**config.mk**
```make
export PLATFORM = sky130hd
export DESIGN_NAME = cpr_sysreg_bank
export DESIGN_NICKNAME = d
export VERILOG_FILES = /design/src/rtl/cpr_pkg.sv /design/src/rtl/cpr_access_gate.sv /design/src/rtl/cpr_reg_store.sv /design/src/rtl/cpr_sysreg_bank.sv
export SDC_FILE = /design/constraint.sdc
export NUM_CORES = 1
export LEC_CHECK = 0
export ABC_AREA = 1
export BUFFER_PORTS_ARGS = -buffer_cell sky130_fd_sc_hd__buf_2
export CORE_ASPECT_RATIO = 1.5
export CORE_UTILIZATION = 58
export CTS_CLUSTER_SIZE = 14
export DETAILED_ROUTE_END_ITERATION = 12
export PLACE_DENSITY = 0.85
export SETUP_SLACK_MARGIN = 0.5
export SLEW_MARGIN = 5
export SYNTH_ARGS = -nofsm -noshare
export SYNTH_HDL_FRONTEND = slang
export SYNTH_SLANG_ARGS = --single-unit
```
**constraint.sdc**
```tcl
create_clock -name clk -period 3 [get_ports clk]
set_clock_uncertainty 0.2 [all_clocks]
set_input_delay 0.3 -clock clk [delete_from_list [all_inputs] [get_ports clk]]
set_output_delay 0.3 -clock clk [all_outputs]
set_load 0.05 [all_outputs]
```
**src/rtl/cpr_pkg.sv**
```systemverilog
package cpr_pkg;

  localparam int DW = 32;
  localparam int SW = 4;

  typedef enum logic [2:0] {
    RG_NONE, RG_IDENT, RG_CTRL, RG_EXCP, RG_FEAT0, RG_FEAT1
  } reg_id_e;

  localparam logic [SW-1:0] SEL_IDENT = 4'b0000;
  localparam logic [SW-1:0] SEL_CTRL  = 4'b0001;
  localparam logic [SW-1:0] SEL_EXCP  = 4'b1000;
  localparam logic [SW-1:0] SEL_FEAT0 = 4'b0111;
  localparam logic [SW-1:0] SEL_FEAT1 = 4'b0110;

  localparam logic [DW-1:0] RST_IDENT = 32'h4103_30C2;
  localparam logic [DW-1:0] RST_CTRL  = 32'h0000_0000;
  localparam logic [DW-1:0] RST_EXCP  = 32'h0000_0000;
  localparam logic [DW-1:0] RST_FEAT0 = 32'h1111_0222;
  localparam logic [DW-1:0] RST_FEAT1 = 32'h0001_1111;

  function automatic reg_id_e decode_sel(input logic [SW-1:0] s);
    case (s)
      SEL_IDENT: return RG_IDENT;
      SEL_CTRL:  return RG_CTRL;
      SEL_EXCP:  return RG_EXCP;
      SEL_FEAT0: return RG_FEAT0;
      SEL_FEAT1: return RG_FEAT1;
      default:   return RG_NONE;
    endcase
  endfunction

  // Permission rule: status/control follows the enable bit at both levels,
  // every other defined register needs privilege, unknown selectors never pass.
  function automatic logic access_ok(input reg_id_e r, input logic priv, input logic en);
    case (r)
      RG_NONE: return 1'b0;
      RG_CTRL: return en;
      default: return priv;
    endcase
  endfunction

  function automatic logic is_writable(input reg_id_e r);
    return (r == RG_CTRL) || (r == RG_EXCP);
  endfunction

endpackage

```
**src/rtl/cpr_access_gate.sv**
```systemverilog
module cpr_access_gate
  import cpr_pkg::*;
#(
  parameter int SEL_W = SW
) (
  input  logic             clk,
  input  logic             rst_n,
  input  logic             acc_vld,
  input  logic [SEL_W-1:0] acc_sel,
  input  logic             acc_priv,
  input  logic             en_bit,
  output reg_id_e          tgt,
  output logic             grant,
  output logic             deny
);

  logic ok;

  always_comb begin
    tgt   = decode_sel(acc_sel);
    ok    = access_ok(tgt, acc_priv, en_bit);
    grant = acc_vld & ok;
    deny  = acc_vld & ~ok;
  end


  user_lockout_chk: assert property (@(posedge clk) disable iff (!rst_n)
    (acc_vld && !acc_priv && acc_sel != SEL_CTRL) |-> deny);


  ctrl_needs_en_chk: assert property (@(posedge clk) disable iff (!rst_n)
    (acc_vld && acc_sel == SEL_CTRL && !en_bit) |-> deny);


  bad_sel_chk: assert property (@(posedge clk) disable iff (!rst_n)
    (acc_vld && tgt == RG_NONE) |-> deny);


  idle_quiet_chk: assert property (@(posedge clk) disable iff (!rst_n)
    !acc_vld |-> (!grant && !deny));

endmodule

```
**src/rtl/cpr_reg_store.sv**
```systemverilog
module cpr_reg_store
  import cpr_pkg::*;
#(
  parameter int DATA_W = DW,
  parameter int EN_POS = 30
) (
  input  logic              clk,
  input  logic              rst_n,
  input  logic              we_ctrl,
  input  logic              we_excp,
  input  logic [DATA_W-1:0] wdata,
  output logic [DATA_W-1:0] ctrl_q,
  output logic [DATA_W-1:0] excp_q,
  output logic              en_bit
);

  always_ff @(posedge clk) begin
    if (!rst_n) begin
      ctrl_q <= DATA_W'(RST_CTRL);
      excp_q <= DATA_W'(RST_EXCP);
    end else begin
      if (we_ctrl) ctrl_q <= wdata;
      if (we_excp) excp_q <= wdata;
    end
  end

  assign en_bit = excp_q[EN_POS];


  ctrl_store_chk: assert property (@(posedge clk) disable iff (!rst_n)
    we_ctrl |=> (ctrl_q == $past(wdata)));


  excp_store_chk: assert property (@(posedge clk) disable iff (!rst_n)
    we_excp |=> (excp_q == $past(wdata)));


  ctrl_hold_chk: assert property (@(posedge clk) disable iff (!rst_n)
    !we_ctrl |=> $stable(ctrl_q));


  excp_hold_chk: assert property (@(posedge clk) disable iff (!rst_n)
    !we_excp |=> $stable(excp_q));

endmodule

```
**src/rtl/cpr_sysreg_bank.sv**
```systemverilog
module cpr_sysreg_bank
  import cpr_pkg::*;
#(
  parameter int DATA_W = DW,
  parameter int SEL_W  = SW,
  parameter int EN_POS = 30
) (
  input  logic              clk,
  input  logic              rst_n,
  input  logic              acc_vld,
  input  logic              acc_wr,
  input  logic [SEL_W-1:0]  acc_sel,
  input  logic              acc_priv,
  input  logic [DATA_W-1:0] acc_wdata,
  output logic [DATA_W-1:0] acc_rdata,
  output logic              acc_fault
);

  reg_id_e           tgt;
  logic              grant, deny, en_bit;
  logic              rd_fire, wr_fire, we_ctrl, we_excp;
  logic [DATA_W-1:0] ctrl_q, excp_q, rd_val;

  cpr_access_gate #(.SEL_W(SEL_W)) u_gate (
    .clk(clk), .rst_n(rst_n), .acc_vld(acc_vld), .acc_sel(acc_sel),
    .acc_priv(acc_priv), .en_bit(en_bit), .tgt(tgt), .grant(grant), .deny(deny)
  );

  assign rd_fire = grant & ~acc_wr;
  assign wr_fire = grant & acc_wr & is_writable(tgt);
  assign we_ctrl = wr_fire & (tgt == RG_CTRL);
  assign we_excp = wr_fire & (tgt == RG_EXCP);

  cpr_reg_store #(.DATA_W(DATA_W), .EN_POS(EN_POS)) u_store (
    .clk(clk), .rst_n(rst_n), .we_ctrl(we_ctrl), .we_excp(we_excp),
    .wdata(acc_wdata), .ctrl_q(ctrl_q), .excp_q(excp_q), .en_bit(en_bit)
  );

  always_comb begin
    case (tgt)
      RG_IDENT: rd_val = DATA_W'(RST_IDENT);
      RG_CTRL:  rd_val = ctrl_q;
      RG_EXCP:  rd_val = excp_q;
      RG_FEAT0: rd_val = DATA_W'(RST_FEAT0);
      RG_FEAT1: rd_val = DATA_W'(RST_FEAT1);
      default:  rd_val = '0;
    endcase
  end

  assign acc_rdata = rd_fire ? rd_val : '0;
  assign acc_fault = deny;


  deny_zero_chk: assert property (@(posedge clk) disable iff (!rst_n)
    acc_fault |-> (acc_rdata == '0));


  deny_no_write_chk: assert property (@(posedge clk) disable iff (!rst_n)
    acc_fault |-> (!we_ctrl && !we_excp));


  ident_fixed_chk: assert property (@(posedge clk) disable iff (!rst_n)
    (rd_fire && acc_sel == SEL_IDENT) |-> (acc_rdata == DATA_W'(RST_IDENT)));


  priv_open_chk: assert property (@(posedge clk) disable iff (!rst_n)
    (acc_vld && acc_priv && (acc_sel == SEL_IDENT || acc_sel == SEL_EXCP ||
     acc_sel == SEL_FEAT0 || acc_sel == SEL_FEAT1)) |-> !acc_fault);

endmodule

```
==> results of run 1 <==
==> kinds of logic after synthesis <==
kind of cell	count (synthesis)	synth area share (%)
and+or+nand+nor	326	39.7
buffers and inverters	103	13.7
DFF	64	39.5
AOI/OAI and AO/OA	35	7.14
==> per-stage QoR <==
step	util (%)	total power, mW
6_report	76.1	1.90
5_1_grt	76.1	1.96
4_1_cts	75.4	1.90
3_5_place_dp	67.2	0.977
3_3_place_gp	67.2	0.976
2_1_floorplan	-	0.923
==> state kept, by name, indices dropped and copies added, names as in the netlist <==
register / cells
u_store.ctrl_q: 32
u_store.excp_q: 32
==> repair_timing <==
item | 4_1_cts | 5_1_grt
hold buffers | 19 | 0
hold endpoints to repair | 28 | 0
endpoints found under the setup margin | 23 | 28
resized for setup | 2 | 12
==> placed cells by master, fill, tap and decap left out, types with 2 or more instances in the layout <==
cell | Yosys | final
clkbuf_8 | 0 | 10
inv_1 | 73 | 73
nand2_2 | 1 | 2
nor2_2 | 2 | 2
nand2_1 | 166 | 165
nand4_4 | 2 | 2
dlygate4sd3_1 | 0 | 19
clkbuf_4 | 0 | 6
bufinv_16 | 0 | 3
o22ai_1 | 2 | 2
a21oi_1 | 18 | 18
a221oi_1 | 14 | 13
buf_4 | 0 | 11
buf_2 | 9 | 66
nor2_1 | 149 | 149
dfxtp_1 | 64 | 64
==> how the worst min path moves through the flow <==
stage,endpoint,slack (ns),cells after the start
2_1_floorplan,u_store.ctrl_q[0],0.23,2
3_3_place_gp,u_store.excp_q[21],0.30,4
3_5_place_dp,u_store.excp_q[29],0.30,4
4_1_cts,u_store.ctrl_q[31],0.001,3
5_1_grt,u_store.ctrl_q[16],0.003,3
6_report,u_store.ctrl_q[20],-0.006,3
==> critical path, delay by kind of cell <==
kind | cells | cell delay (ns)
AND/OR/NAND/NOR | 5 | 0.58
buffers and inverters | 4 | 0.76
AO/OA/AOI/OAI | 1 | 0.26
==> layout make-up <==
cell class | count | area (sq um)
Clock buffer | 11 | 141
Clock inverter | 5 | 104
Tap cell | 70 | 87.6
Fill cell | 416 | 1290
Inverter | 75 | 284
Timing Repair Buffer | 104 | 679
Multi-Input combinational cell | 361 | 1540
Sequential cell | 64 | 1280
==> power by group <==
group	leakage (nW)	internal, mW	switching, mW
registers	0.515	0.849	0.000192
logic	1.59	0.0524	0.0802
clock network	0.124	0.575	0.343
==> per-layer routing <==
metal / up-vias / wire length [microns] / part of all wire (%)
li1: 1744 / - / -
met1: 1507 / 3380 / 41
met2: 133 / 4060 / 49
met3: 21 / 554 / 6.7
met4: 0 / 217 / 2.6
met5: - / 0 / 0
==> metrics.txt, run 1 <==
# TYPE chip_impl_metric gauge
chip_impl_metric{name="grt_max_degree",unit=""} 35
chip_impl_metric{name="finalNonFillerCells",unit=""} 690
chip_impl_metric{name="die_area",unit="sq um"} 5900
chip_impl_metric{name="worst-endpoint-required",unit="ns"} 2.50
chip_impl_info{name="critical_path.most_common_cell",value="nor2_2"} 1
chip_impl_info{name="grt_setup_unrepaired",value="false"} 1
chip_impl_metric{name="io_buffer_count",unit=""} 73
chip_impl_metric{name="wire_per_inst",unit="microns"} 11.9
chip_impl_metric{name="critical_path_peak_fanout",unit=""} 16
chip_impl_metric{name="fin_crit_sh",unit="%"} 80.4
chip_impl_metric{name="vias_per_cell",unit=""} 4.93
chip_impl_metric{name="clock_latency",unit="ns"} 0.35
chip_impl_info{name="crit_path_start",value="acc_sel[1]"} 1
chip_impl_metric{name="slew_headroom",unit="%"} 59.5
chip_impl_metric{name="hold_viol_final",unit=""} 9
chip_impl_info{name="hp-start",value="acc_wdata[20]"} 1
chip_impl_info{name="worstReg2RegEnd",value="u_store.excp_q[28]"} 1
chip_impl_metric{name="ios",unit=""} 74
chip_impl_info{name="r2r-start",value="u_store.excp_q[30]"} 1
chip_impl_metric{name="layout.cell_area.non_filler",unit="sq um"} 4120
chip_impl_metric{name="route.detailed.drc",unit=""} 0
chip_impl_metric{name="global_route_wire_length_before_repair",unit="microns"} 13000
chip_impl_metric{name="warnings_synthesis",unit=""} 0
chip_impl_metric{name="die_height",unit="microns"} 93.6
chip_impl_info{name="worst_path_slowest_cell",value="inv_2"} 1
chip_impl_metric{name="cts_sinks",unit=""} 64
chip_impl_metric{name="worst_hold_slack",unit="ns"} -0.00648
chip_impl_metric{name="synthArstFlopShare",unit="%"} 0
chip_impl_metric{name="critPathMaxStageDelay",unit="ns"} 0.29
chip_impl_metric{name="rr_worst_depth",unit=""} 6
chip_impl_metric{name="area_delta_synth_final",unit="%"} 27.0
chip_impl_metric{name="first_global_vias",unit=""} 2961
chip_impl_metric{name="worst_slew_pin_slew",unit="ns"} 0.607
chip_impl_metric{name="dr_total_vias",unit=""} 3405
chip_impl_metric{name="std_cell_rows",unit=""} 33
chip_impl_metric{name="yosys_register_bits",unit=""} 64
chip_impl_metric{name="die_width",unit="microns"} 63.0
chip_impl_metric{name="antenna_cells_inserted",unit=""} 0
chip_impl_info{name="grt_busiest_layer",value="met2"} 1
chip_impl_metric{name="placedInstanceArea",unit="sq um"} 3640
chip_impl_info{name="startpoint_type",value="input pin"} 1
chip_impl_info{name="timing.critical_path.cells",value="buf_2, nor2_2, nand2_1, inv_2, nor2_2, nand2_2, inv_1, a221oi_1, nor2_1, clkbuf_4"} 1
chip_impl_info{name="worstSetupPathType",value="input pin to primary output"} 1
chip_impl_metric{name="dp_slack",unit="ns"} 0.432
chip_impl_metric{name="count_of_flip_flops_with_a_built_in_enable_after_synthesis",unit=""} 0
chip_impl_metric{name="overflow",unit=""} 0
chip_impl_metric{name="m3_gr_usage",unit="%"} 6.10
chip_impl_metric{name="timing.final.max_slew_violations",unit=""} 0
chip_impl_metric{name="firstDrtPassIters",unit=""} 5
chip_impl_metric{name="maxClockFrequency",unit="GHz"} 0.415
chip_impl_metric{name="dp_hpwl",unit="microns"} 5070
chip_impl_metric{name="irDropWorstVdd",unit="mV"} 0.366
chip_impl_metric{name="synth.avg_cell_area",unit="sq um"} 6.14
chip_impl_metric{name="design.core.area",unit="sq um"} 5410
chip_impl_metric{name="timing.final.ws_setup",unit="ns"} 0.588
chip_impl_info{name="status",value="complete, but fails checks"} 1
chip_impl_metric{name="yosysUniqueCellTypes",unit=""} 21
chip_impl_metric{name="setup_total_negative_slack",unit="ns"} 0
chip_impl_metric{name="syn-cell-area",unit="sq um"} 3240
chip_impl_info{name="synth_ff_type",value="dfxtp_1"} 1
chip_impl_metric{name="max-clock-path-buffers",unit=""} 2
chip_impl_info{name="synth_top_cells_by_count",value="nand2_1 (166), nor2_1 (149), inv_1 (73)"} 1
chip_impl_metric{name="clk_pin_slew",unit="ns"} 0.07
chip_impl_info{name="violated_checks",value="negative hold slack"} 1
chip_impl_info{name="hold_path_class",value="input pin to register"} 1
chip_impl_metric{name="post_cts_setup_driven_buffer_insertion_count",unit=""} 0
chip_impl_metric{name="cts_htree_levels",unit=""} 3
chip_impl_metric{name="use_met1",unit="%"} 32.5
chip_impl_metric{name="reg2reg_slack",unit="ns"} 1.29
chip_impl_info{name="cp-endpoint",value="acc_rdata[20]"} 1
chip_impl_metric{name="synth.top_cell.area_share",unit="%"} 39.5
chip_impl_metric{name="detail-route-antenna-nets",unit=""} 0
chip_impl_info{name="synth_top_cells_by_area",value="dfxtp_1 (40%), nand2_1 (19%), nor2_1 (17%), inv_1 (8.5%), a221oi_1 (3.8%)"} 1
chip_impl_metric{name="route.final.wire_length",unit="microns"} 8210
chip_impl_metric{name="power.density_cell_area",unit="nW/um^2"} 462
chip_impl_metric{name="cp.arrival",unit="ns"} 1.91
chip_impl_info{name="setup.worst_path.end_class",value="primary output"} 1
chip_impl_info{name="clk_root_buffer_cell",value="clkbuf_8"} 1
chip_impl_info{name="synth_top_area_cell",value="dfxtp_1"} 1
chip_impl_metric{name="initial_core_utilization",unit="%"} 59.9
chip_impl_metric{name="layout-drive-gt1-share",unit="%"} 18.1
chip_impl_metric{name="design.final.nets",unit=""} 656
chip_impl_info{name="synth_most_common_cell",value="nand2_1"} 1
chip_impl_metric{name="postSynthNetCount",unit=""} 569
chip_impl_metric{name="gp_congestion",unit=""} 0.853
chip_impl_metric{name="finalCriticalPeriod",unit="ns"} 2.41
chip_impl_metric{name="initial_antenna_violation_count",unit=""} 0
chip_impl_metric{name="share_of_the_yosys_chip_area_belonging_to_registers",unit="%"} 39.5
chip_impl_metric{name="cts_made_buffers",unit=""} 9
chip_impl_metric{name="netlist_instances",unit=""} 528
chip_impl_metric{name="global_route.usage.total",unit="%"} 28.1
chip_impl_metric{name="grt_util_met2",unit="%"} 47.4
chip_impl_metric{name="dpl.cell_count",unit=""} 655
chip_impl_metric{name="setup-violations-final",unit=""} 0
chip_impl_metric{name="max_cap_viol_count",unit=""} 0
chip_impl_info{name="tritoncts",value="built"} 1
chip_impl_metric{name="drt-initial-drc-count",unit=""} 236
chip_impl_metric{name="leakage",unit="nW"} 2.23
Power figures use the tool's default switching activity.
==> inputs of run 2 (changes only) <==
Settings changed: CORE_UTILIZATION 58 to 54, PLACE_DENSITY 0.85 to 0.8.
Clock period 3 ns to 2.41 ns, I/O delays scaled along.
==> run 2 against run 1 <==
Effect of this change:
- the flow now finishes without violations
- worst hold slack improved by 0.32 ns
- final cell count increased by 5.2%
- critical path depth increased by 1
- sequential share of layout area decreased by 6.3 points
- total power increased by 33%
- clock power increased by 31%
- routed wire length increased by 65%
- non-clock buffer count increased by 34
- via count increased by 22%
- first-iteration DRC count increased to 2.7 times the previous value
- register-to-register slack got worse by 0.82 ns
- utilization increased by 13 points
- largest cell class unchanged
==> metrics.txt, run 2 (synthesized netlist as in run 1, its figures left out) <==
# TYPE chip_impl_metric gauge
chip_impl_metric{name="dr_total_vias",unit=""} 4171
chip_impl_metric{name="timing.final.max_slew_violations",unit=""} 0
chip_impl_metric{name="area_delta_synth_final",unit="%"} 59.6
chip_impl_metric{name="firstDrtPassIters",unit=""} 9
chip_impl_metric{name="detail-route-antenna-nets",unit=""} 0
chip_impl_info{name="grt_busiest_layer",value="met2"} 1
chip_impl_metric{name="finalCriticalPeriod",unit="ns"} 2.22
chip_impl_metric{name="global_route_wire_length_before_repair",unit="microns"} 17800
chip_impl_metric{name="max-clock-path-buffers",unit=""} 2
chip_impl_metric{name="cts_sinks",unit=""} 64
chip_impl_metric{name="leakage",unit="nW"} 2.52
chip_impl_metric{name="dp_hpwl",unit="microns"} 5260
chip_impl_info{name="timing.critical_path.cells",value="buf_12, nor2_4, nand3_4, nand4_1, nand2_1, nand2_2, nand3_4, buf_4, buf_16, nor2_4, buf_8"} 1
chip_impl_metric{name="overflow",unit=""} 0
chip_impl_metric{name="critical_path_cell_count",unit=""} 11
chip_impl_metric{name="cp.arrival",unit="ns"} 1.78
chip_impl_metric{name="drt-initial-drc-count",unit=""} 639
chip_impl_metric{name="die_width",unit="microns"} 65.3
chip_impl_metric{name="ios",unit=""} 74
chip_impl_metric{name="route.final.wire_length",unit="microns"} 13600
chip_impl_metric{name="fin_crit_sh",unit="%"} 92.2
chip_impl_metric{name="clk_pin_slew",unit="ns"} 0.07
chip_impl_metric{name="initial_core_utilization",unit="%"} 56.0
chip_impl_metric{name="worst_hold_slack",unit="ns"} 0.316
chip_impl_metric{name="vias_per_cell",unit=""} 5.75
chip_impl_metric{name="use_met1",unit="%"} 41.5
chip_impl_metric{name="grt_util_met2",unit="%"} 59.8
chip_impl_metric{name="setup_total_negative_slack",unit="ns"} 0
chip_impl_metric{name="maxClockFrequency",unit="GHz"} 0.450
chip_impl_metric{name="power.density_cell_area",unit="nW/um^2"} 489
chip_impl_metric{name="design.core.area",unit="sq um"} 5790
chip_impl_metric{name="first_global_vias",unit=""} 3874
chip_impl_info{name="startpoint_type",value="input pin"} 1
chip_impl_metric{name="die_height",unit="microns"} 96.9
chip_impl_metric{name="route.detailed.drc",unit=""} 0
chip_impl_metric{name="die_area",unit="sq um"} 6320
chip_impl_metric{name="hold_viol_final",unit=""} 0
chip_impl_metric{name="design.final.nets",unit=""} 690
chip_impl_metric{name="m3_gr_usage",unit="%"} 7.31
chip_impl_metric{name="irDropWorstVdd",unit="mV"} 0.459
chip_impl_metric{name="antenna_cells_inserted",unit=""} 0
chip_impl_info{name="final_common_cell",value="nand2_1"} 1
chip_impl_metric{name="cts_made_buffers",unit=""} 9
chip_impl_info{name="grt_setup_unrepaired",value="true"} 1
chip_impl_metric{name="slew_headroom",unit="%"} 54.3
chip_impl_metric{name="critical_path_buf_inv_count",unit=""} 4
chip_impl_metric{name="max_cap_viol_count",unit=""} 0
chip_impl_info{name="worstSetupPathType",value="input pin to primary output"} 1
chip_impl_info{name="setup.worst_path.end_class",value="primary output"} 1
chip_impl_metric{name="layout-drive-gt1-share",unit="%"} 28.0
chip_impl_metric{name="io_buffer_count",unit=""} 73
chip_impl_info{name="worst_path_slowest_cell",value="buf_4"} 1
chip_impl_info{name="largest_registers",value="u_store.ctrl_q: 32 flops, u_store.excp_q: 32 flops"} 1
chip_impl_info{name="path_delay_family",value="simple AND/OR/NAND/NOR gates"} 1
chip_impl_metric{name="global_route.usage.total",unit="%"} 36.9
chip_impl_metric{name="timing.hold.worst_path_depth",unit=""} 4
chip_impl_metric{name="critPathMaxStageDelay",unit="ns"} 0.19
chip_impl_metric{name="wire_per_inst",unit="microns"} 18.7
chip_impl_metric{name="worst_slew_pin_slew",unit="ns"} 0.686
chip_impl_metric{name="rr_worst_depth",unit=""} 9
chip_impl_info{name="hold_path_class",value="register to register"} 1
chip_impl_metric{name="cts_htree_levels",unit=""} 3
chip_impl_metric{name="worst-endpoint-required",unit="ns"} 1.97
chip_impl_metric{name="critical_path_peak_fanout",unit=""} 5
chip_impl_info{name="tritoncts",value="built"} 1
chip_impl_metric{name="setup-violations-final",unit=""} 0
chip_impl_info{name="status",value="completed"} 1
chip_impl_metric{name="initial_antenna_violation_count",unit=""} 0
chip_impl_metric{name="grt_max_degree",unit=""} 65
chip_impl_metric{name="clock_latency",unit="ns"} 0.35
chip_impl_info{name="most-common-layout-cells",value="nand2_1 (164), nor2_1 (132), inv_1 (71)"} 1
chip_impl_metric{name="gp_congestion",unit=""} 0.861
chip_impl_info{name="clk_root_buffer_cell",value="clkbuf_8"} 1
chip_impl_metric{name="std_cell_rows",unit=""} 34
## run 2: stage by stage
stage	area, sq um	util, %	total power [mW]	setup slack, ns	cells
detailed placement	3800	65.7	1.23	0.122	658
global route	5170	89.4	2.57	0.0905	726
global placement	3800	65.7	1.23	0.202	658
CTS	4940	85.4	2.45	0.400	721
floorplan	3400	-	1.16	0.362	528
finish	5170	89.4	2.53	0.187	726
## run 2: path summary, 6_finish.rpt
path                                          from                  to  slack [ns]
worst min register to register  u_store.excp_q[25]  u_store.excp_q[25]        0.32
worst max-delay path                    acc_sel[1]        acc_rdata[7]        0.19
worst max register to register  u_store.excp_q[30]  u_store.ctrl_q[11]        0.47
worst min-delay path            u_store.excp_q[25]  u_store.excp_q[25]        0.32
## run 2: where the power goes
| part | total (mW) | internal (mW) | switching, mW |
|---|---|---|---|
| clock | 1.20 | 0.721 | 0.481 |
| sequential | 1.06 | 1.06 | 0.000300 |
| combinational | 0.271 | 0.119 | 0.153 |
## run 2: routing by layer
layer	part of all wire (%)	up-vias	wire [microns]
met5	0	-	0
met4	9.3	0	1260
met3	10	124	1390
met2	48	347	6520
met1	32	1884	4400
li1	-	1816	-
## run 2: worst reg2reg max path: cells and delay by family (launching register included)
family | cells | cell delay [ns]
buffers and inverters | 4 | 0.57
flip-flops | 1 | 0.36
AND/OR/NAND/NOR | 5 | 0.71
## run 2: final cells by class
type / count / area (sq um)
clock buffers: 10 / 138
repair buffers: 138 / 1330
well taps: 72 / 90.1
inverters: 75 / 289
fillers: 255 / 612
multi-input cells: 361 / 1930
flip-flops and latches: 64 / 1280
clock inverters: 6 / 115
## run 2: what timing repair did
action,in CTS,in global routing
pin swaps,10,11
hold buffers,32,0
resized for setup,106,46
endpoints found under the setup margin,33,51
setup buffers,13,5
gates cloned,2,0
hold endpoints to repair,64,0
==> inputs of run 3 (changes only) <==
Settings changed: ABC_AREA 1 to not set, CORE_UTILIZATION 54 to 53, PLACE_DENSITY 0.8 to 0.79.
==> run 3 against run 2 <==
Effect of this change:
- first-iteration DRC count decreased by 67%
- critical path depth fell by 3
- synthesized area down 4.6%
- via count is 25% lower
- synthesized cell count shrank 32%
- fmax rose by 1.2%
- largest cell class unchanged
- largest power group unchanged
- highest routed layer unchanged
==> metrics.txt, run 3 <==
# TYPE chip_impl_metric gauge
chip_impl_metric{name="die_area",unit="sq um"} 6150
chip_impl_info{name="grt_setup_unrepaired",value="true"} 1
chip_impl_metric{name="layout-drive-gt1-share",unit="%"} 33.6
chip_impl_metric{name="setup-violations-final",unit=""} 0
chip_impl_metric{name="detail-route-antenna-nets",unit=""} 0
chip_impl_metric{name="initial_antenna_violation_count",unit=""} 0
chip_impl_metric{name="synth.avg_cell_area",unit="sq um"} 8.66
chip_impl_metric{name="warnings_synthesis",unit=""} 0
chip_impl_metric{name="count_of_flip_flops_with_a_built_in_enable_after_synthesis",unit=""} 0
chip_impl_metric{name="setup_total_negative_slack",unit="ns"} 0
chip_impl_metric{name="route.detailed.drc",unit=""} 0
chip_impl_metric{name="maxClockFrequency",unit="GHz"} 0.455
chip_impl_metric{name="dr_wl_met2",unit="microns"} 5140
chip_impl_metric{name="area_delta_synth_final",unit="%"} 48.7
chip_impl_info{name="largest_family_of_logic_cells_by_synthesized_area",value="multiplexers"} 1
chip_impl_metric{name="timing.final.max_slew_violations",unit=""} 0
chip_impl_metric{name="synth_compound_area_share",unit="%"} 11.7
chip_impl_metric{name="layout.cell_area.non_filler",unit="sq um"} 4600
chip_impl_metric{name="nFillCells",unit=""} 284
chip_impl_metric{name="vias_per_cell",unit=""} 5.78
chip_impl_metric{name="register_area",unit="sq um"} 1280
chip_impl_metric{name="cts_sinks",unit=""} 64
chip_impl_info{name="highest_layer",value="met4"} 1
chip_impl_metric{name="footprint_of_the_multi_input_gates",unit="sq um"} 1830
chip_impl_metric{name="placedInstanceArea",unit="sq um"} 3690
chip_impl_metric{name="irDropWorstVdd",unit="mV"} 0.606
chip_impl_info{name="synth_ff_type",value="dfxtp_1"} 1
chip_impl_metric{name="die_width",unit="microns"} 64.4
chip_impl_metric{name="antenna_cells_inserted",unit=""} 0
chip_impl_metric{name="yosys.area_share.adder",unit="%"} 0
chip_impl_metric{name="max_cap_viol_count",unit=""} 0
chip_impl_info{name="final_common_cell",value="nand2_1"} 1
chip_impl_metric{name="std_cell_rows",unit=""} 33
chip_impl_metric{name="yosysUniqueCellTypes",unit=""} 29
chip_impl_info{name="worstSetupPathType",value="input pin to primary output"} 1
chip_impl_metric{name="timing.final.ws_setup",unit="ns"} 0.213
chip_impl_metric{name="finalCriticalPeriod",unit="ns"} 2.20
chip_impl_metric{name="postSynthNetCount",unit=""} 398
chip_impl_metric{name="gp_congestion",unit=""} 0.808
chip_impl_metric{name="leakage",unit="nW"} 1.97
chip_impl_info{name="tritoncts",value="built"} 1
chip_impl_info{name="most-common-layout-cells",value="nand2_1 (100), dfxtp_1 (63), mux2i_1 (62)"} 1
chip_impl_info{name="worst_path_slowest_cell",value="buf_4"} 1
chip_impl_info{name="synth_top_cells_by_area",value="dfxtp_1 (41%), mux2i_1 (21%), nand2_1 (12%), a22oi_1 (3.9%), nor2_1 (2.7%)"} 1
chip_impl_metric{name="max-clock-path-buffers",unit=""} 2
chip_impl_metric{name="drt-initial-drc-count",unit=""} 214
chip_impl_metric{name="power.density_cell_area",unit="nW/um^2"} 536
chip_impl_metric{name="syn-cell-area",unit="sq um"} 3090
chip_impl_metric{name="clk_pin_slew",unit="ns"} 0.07
chip_impl_metric{name="dp_slack",unit="ns"} 0.177
chip_impl_metric{name="die_height",unit="microns"} 95.5
chip_impl_info{name="path_delay_family",value="buffers and inverters"} 1
chip_impl_metric{name="share_of_the_synthesized_netlist_area_taken_by_xor_and_xnor_gates",unit="%"} 0
chip_impl_metric{name="design.final.nets",unit=""} 509
chip_impl_metric{name="worst-endpoint-required",unit="ns"} 1.97
chip_impl_info{name="startpoint_type",value="input pin"} 1
chip_impl_metric{name="synth.top_cell.area_share",unit="%"} 41.4
chip_impl_metric{name="synthArstFlopShare",unit="%"} 0
chip_impl_info{name="timing.critical_path.cells",value="buf_2, buf_4, nor2b_2, buf_4, a22o_1, a21oi_1, nor2_2, buf_2"} 1
chip_impl_metric{name="route.final.wire_length",unit="microns"} 9950
chip_impl_metric{name="worst_hold_slack",unit="ns"} 0.0195
chip_impl_metric{name="slew_headroom",unit="%"} 73.7
chip_impl_metric{name="met1Wirelength",unit="microns"} 3830
chip_impl_metric{name="firstDrtPassIters",unit=""} 6
chip_impl_info{name="synth_top_area_cell",value="dfxtp_1"} 1
chip_impl_metric{name="fin_crit_sh",unit="%"} 91.2
chip_impl_metric{name="share_of_the_yosys_chip_area_belonging_to_registers",unit="%"} 41.4
chip_impl_metric{name="ios",unit=""} 74
chip_impl_info{name="clk_root_buffer_cell",value="clkbuf_8"} 1
chip_impl_metric{name="cts_made_buffers",unit=""} 9
chip_impl_metric{name="netlist_instances",unit=""} 357
chip_impl_metric{name="grt_max_degree",unit=""} 97
chip_impl_metric{name="initial_core_utilization",unit="%"} 55.9
chip_impl_metric{name="critical_path_buf_inv_count",unit=""} 4
chip_impl_info{name="setup.worst_path.end_class",value="primary output"} 1
chip_impl_metric{name="global_route.usage.total",unit="%"} 29.6
chip_impl_metric{name="post_synth_and_or_nand_nor_area_fraction",unit="%"} 19.6
chip_impl_metric{name="overflow",unit=""} 0
chip_impl_metric{name="clock_latency",unit="ns"} 0.34
chip_impl_metric{name="dr_total_vias",unit=""} 3136
chip_impl_metric{name="postLayoutCoreUtil",unit="%"} 83.1
chip_impl_metric{name="critPathMaxStageDelay",unit="ns"} 0.33
chip_impl_info{name="largest_registers",value="u_store.ctrl_q: 32 flops, u_store.excp_q: 32 flops"} 1
chip_impl_metric{name="worst_slew_pin_slew",unit="ns"} 0.393
chip_impl_info{name="synth_top_cells_by_count",value="nand2_1 (100), dfxtp_1 (64), mux2i_1 (64)"} 1
chip_impl_metric{name="cp.arrival",unit="ns"} 1.76
chip_impl_metric{name="global_route_wire_length_before_repair",unit="microns"} 13900
chip_impl_metric{name="design.core.area",unit="sq um"} 5530
chip_impl_metric{name="cts_htree_levels",unit=""} 3
chip_impl_metric{name="io_buffer_count",unit=""} 73
chip_impl_metric{name="dr_wl_met3",unit="microns"} 591
chip_impl_metric{name="yosys_register_bits",unit=""} 64
chip_impl_metric{name="wire_per_inst",unit="microns"} 18.3
chip_impl_info{name="synth_most_common_cell",value="nand2_1"} 1
chip_impl_metric{name="dp_hpwl",unit="microns"} 4970
chip_impl_metric{name="first_global_vias",unit=""} 2953
chip_impl_metric{name="synthMuxAreaShare",unit="%"} 20.7
chip_impl_metric{name="hold_viol_final",unit=""} 0
chip_impl_info{name="status",value="completed"} 1
chip_impl_metric{name="critical_path_peak_fanout",unit=""} 26
chip_impl_info{name="hold_path_class",value="input pin to register"} 1
[run 3: cell count changes after synthesis, sizes merged, moves of 6 or more]
cell    before  now
o21ai        0    6
inv         75    7
a221oi      14    5
nor2       152   22
a22oi        0   16
nand2b       0    8
mux2i        0   64
nand2      167  100
a21oi       18    7
nor2b        0    6
[run 3: final timing paths]
path | from | depth (start not counted) | slack (ns) | to
max reg2reg | u_store.excp_q[30] | 8 | 0.43 | u_store.ctrl_q[20]
max | acc_sel[3] | 8 | 0.21 | acc_rdata[4]
min reg2reg | u_store.excp_q[15] | 2 | 0.26 | u_store.excp_q[15]
min | acc_wdata[11] | 3 | 0.02 | u_store.excp_q[11]
[run 3: cells by family (layout without fill, tap and decap cells)]
group,count (synthesis),count (layout)
and+or+nand+nor,142,142
AOI/OAI and AO/OA,49,49
buffers and inverters,38,154
DFF,64,64
muxes,64,64
[run 3: worst reg2reg max path: cells and delay by family, from the launching register on]
family	cells	cell delay (ns)
buffers and inverters	4	0.54
AO/OA/AOI/OAI	2	0.43
flip-flops	1	0.37
multiplexers	1	0.27
AND/OR/NAND/NOR	1	0.09
[run 3: per-stage QoR]
| stage | power, mW | cells |
|---|---|---|
| 2_1_floorplan | 1.19 | 357 |
| 6_report | 2.47 | 543 |
| 3_3_place_gp | 1.25 | 483 |
| 3_5_place_dp | 1.26 | 483 |
| 4_1_cts | 2.44 | 531 |
| 5_1_grt | 2.52 | 543 |
[run 3: final cells by class]
type	instances	share of cell area [%]
multi-input combinational	255	39.8
sequential	64	27.9
timing repair buffer	131	24.2
clock buffer	11	3.29
clock inverter	5	2.23
tap	70	1.90
inverter	7	0.571
[run 3: where the power goes]
part	switching, mW	internal [mW]	total [mW]
sequential	0.000790	1.06	1.06
clock	0.431	0.742	1.17
combinational	0.134	0.102	0.236
total	0.566	1.90	2.47
[run 3: per-layer routing]
layer	global-route usage [%]	vias to the layer above
met1	33.6	1499
met2	53.9	158
met4	9.81	0
li1	-	1435
met3	6.82	44
met5	0	-
[run 3: repair_timing]
| item | CTS | global route |
|---|---|---|
| cloned | 0 | 3 |
| hold buffers | 28 | 0 |
| setup endpoints to repair | 32 | 89 |
| pin swaps | 5 | 3 |
| endpoints found under the hold margin | 55 | 0 |
| setup buffers | 4 | 9 |
| gates resized for setup | 47 | 17 |
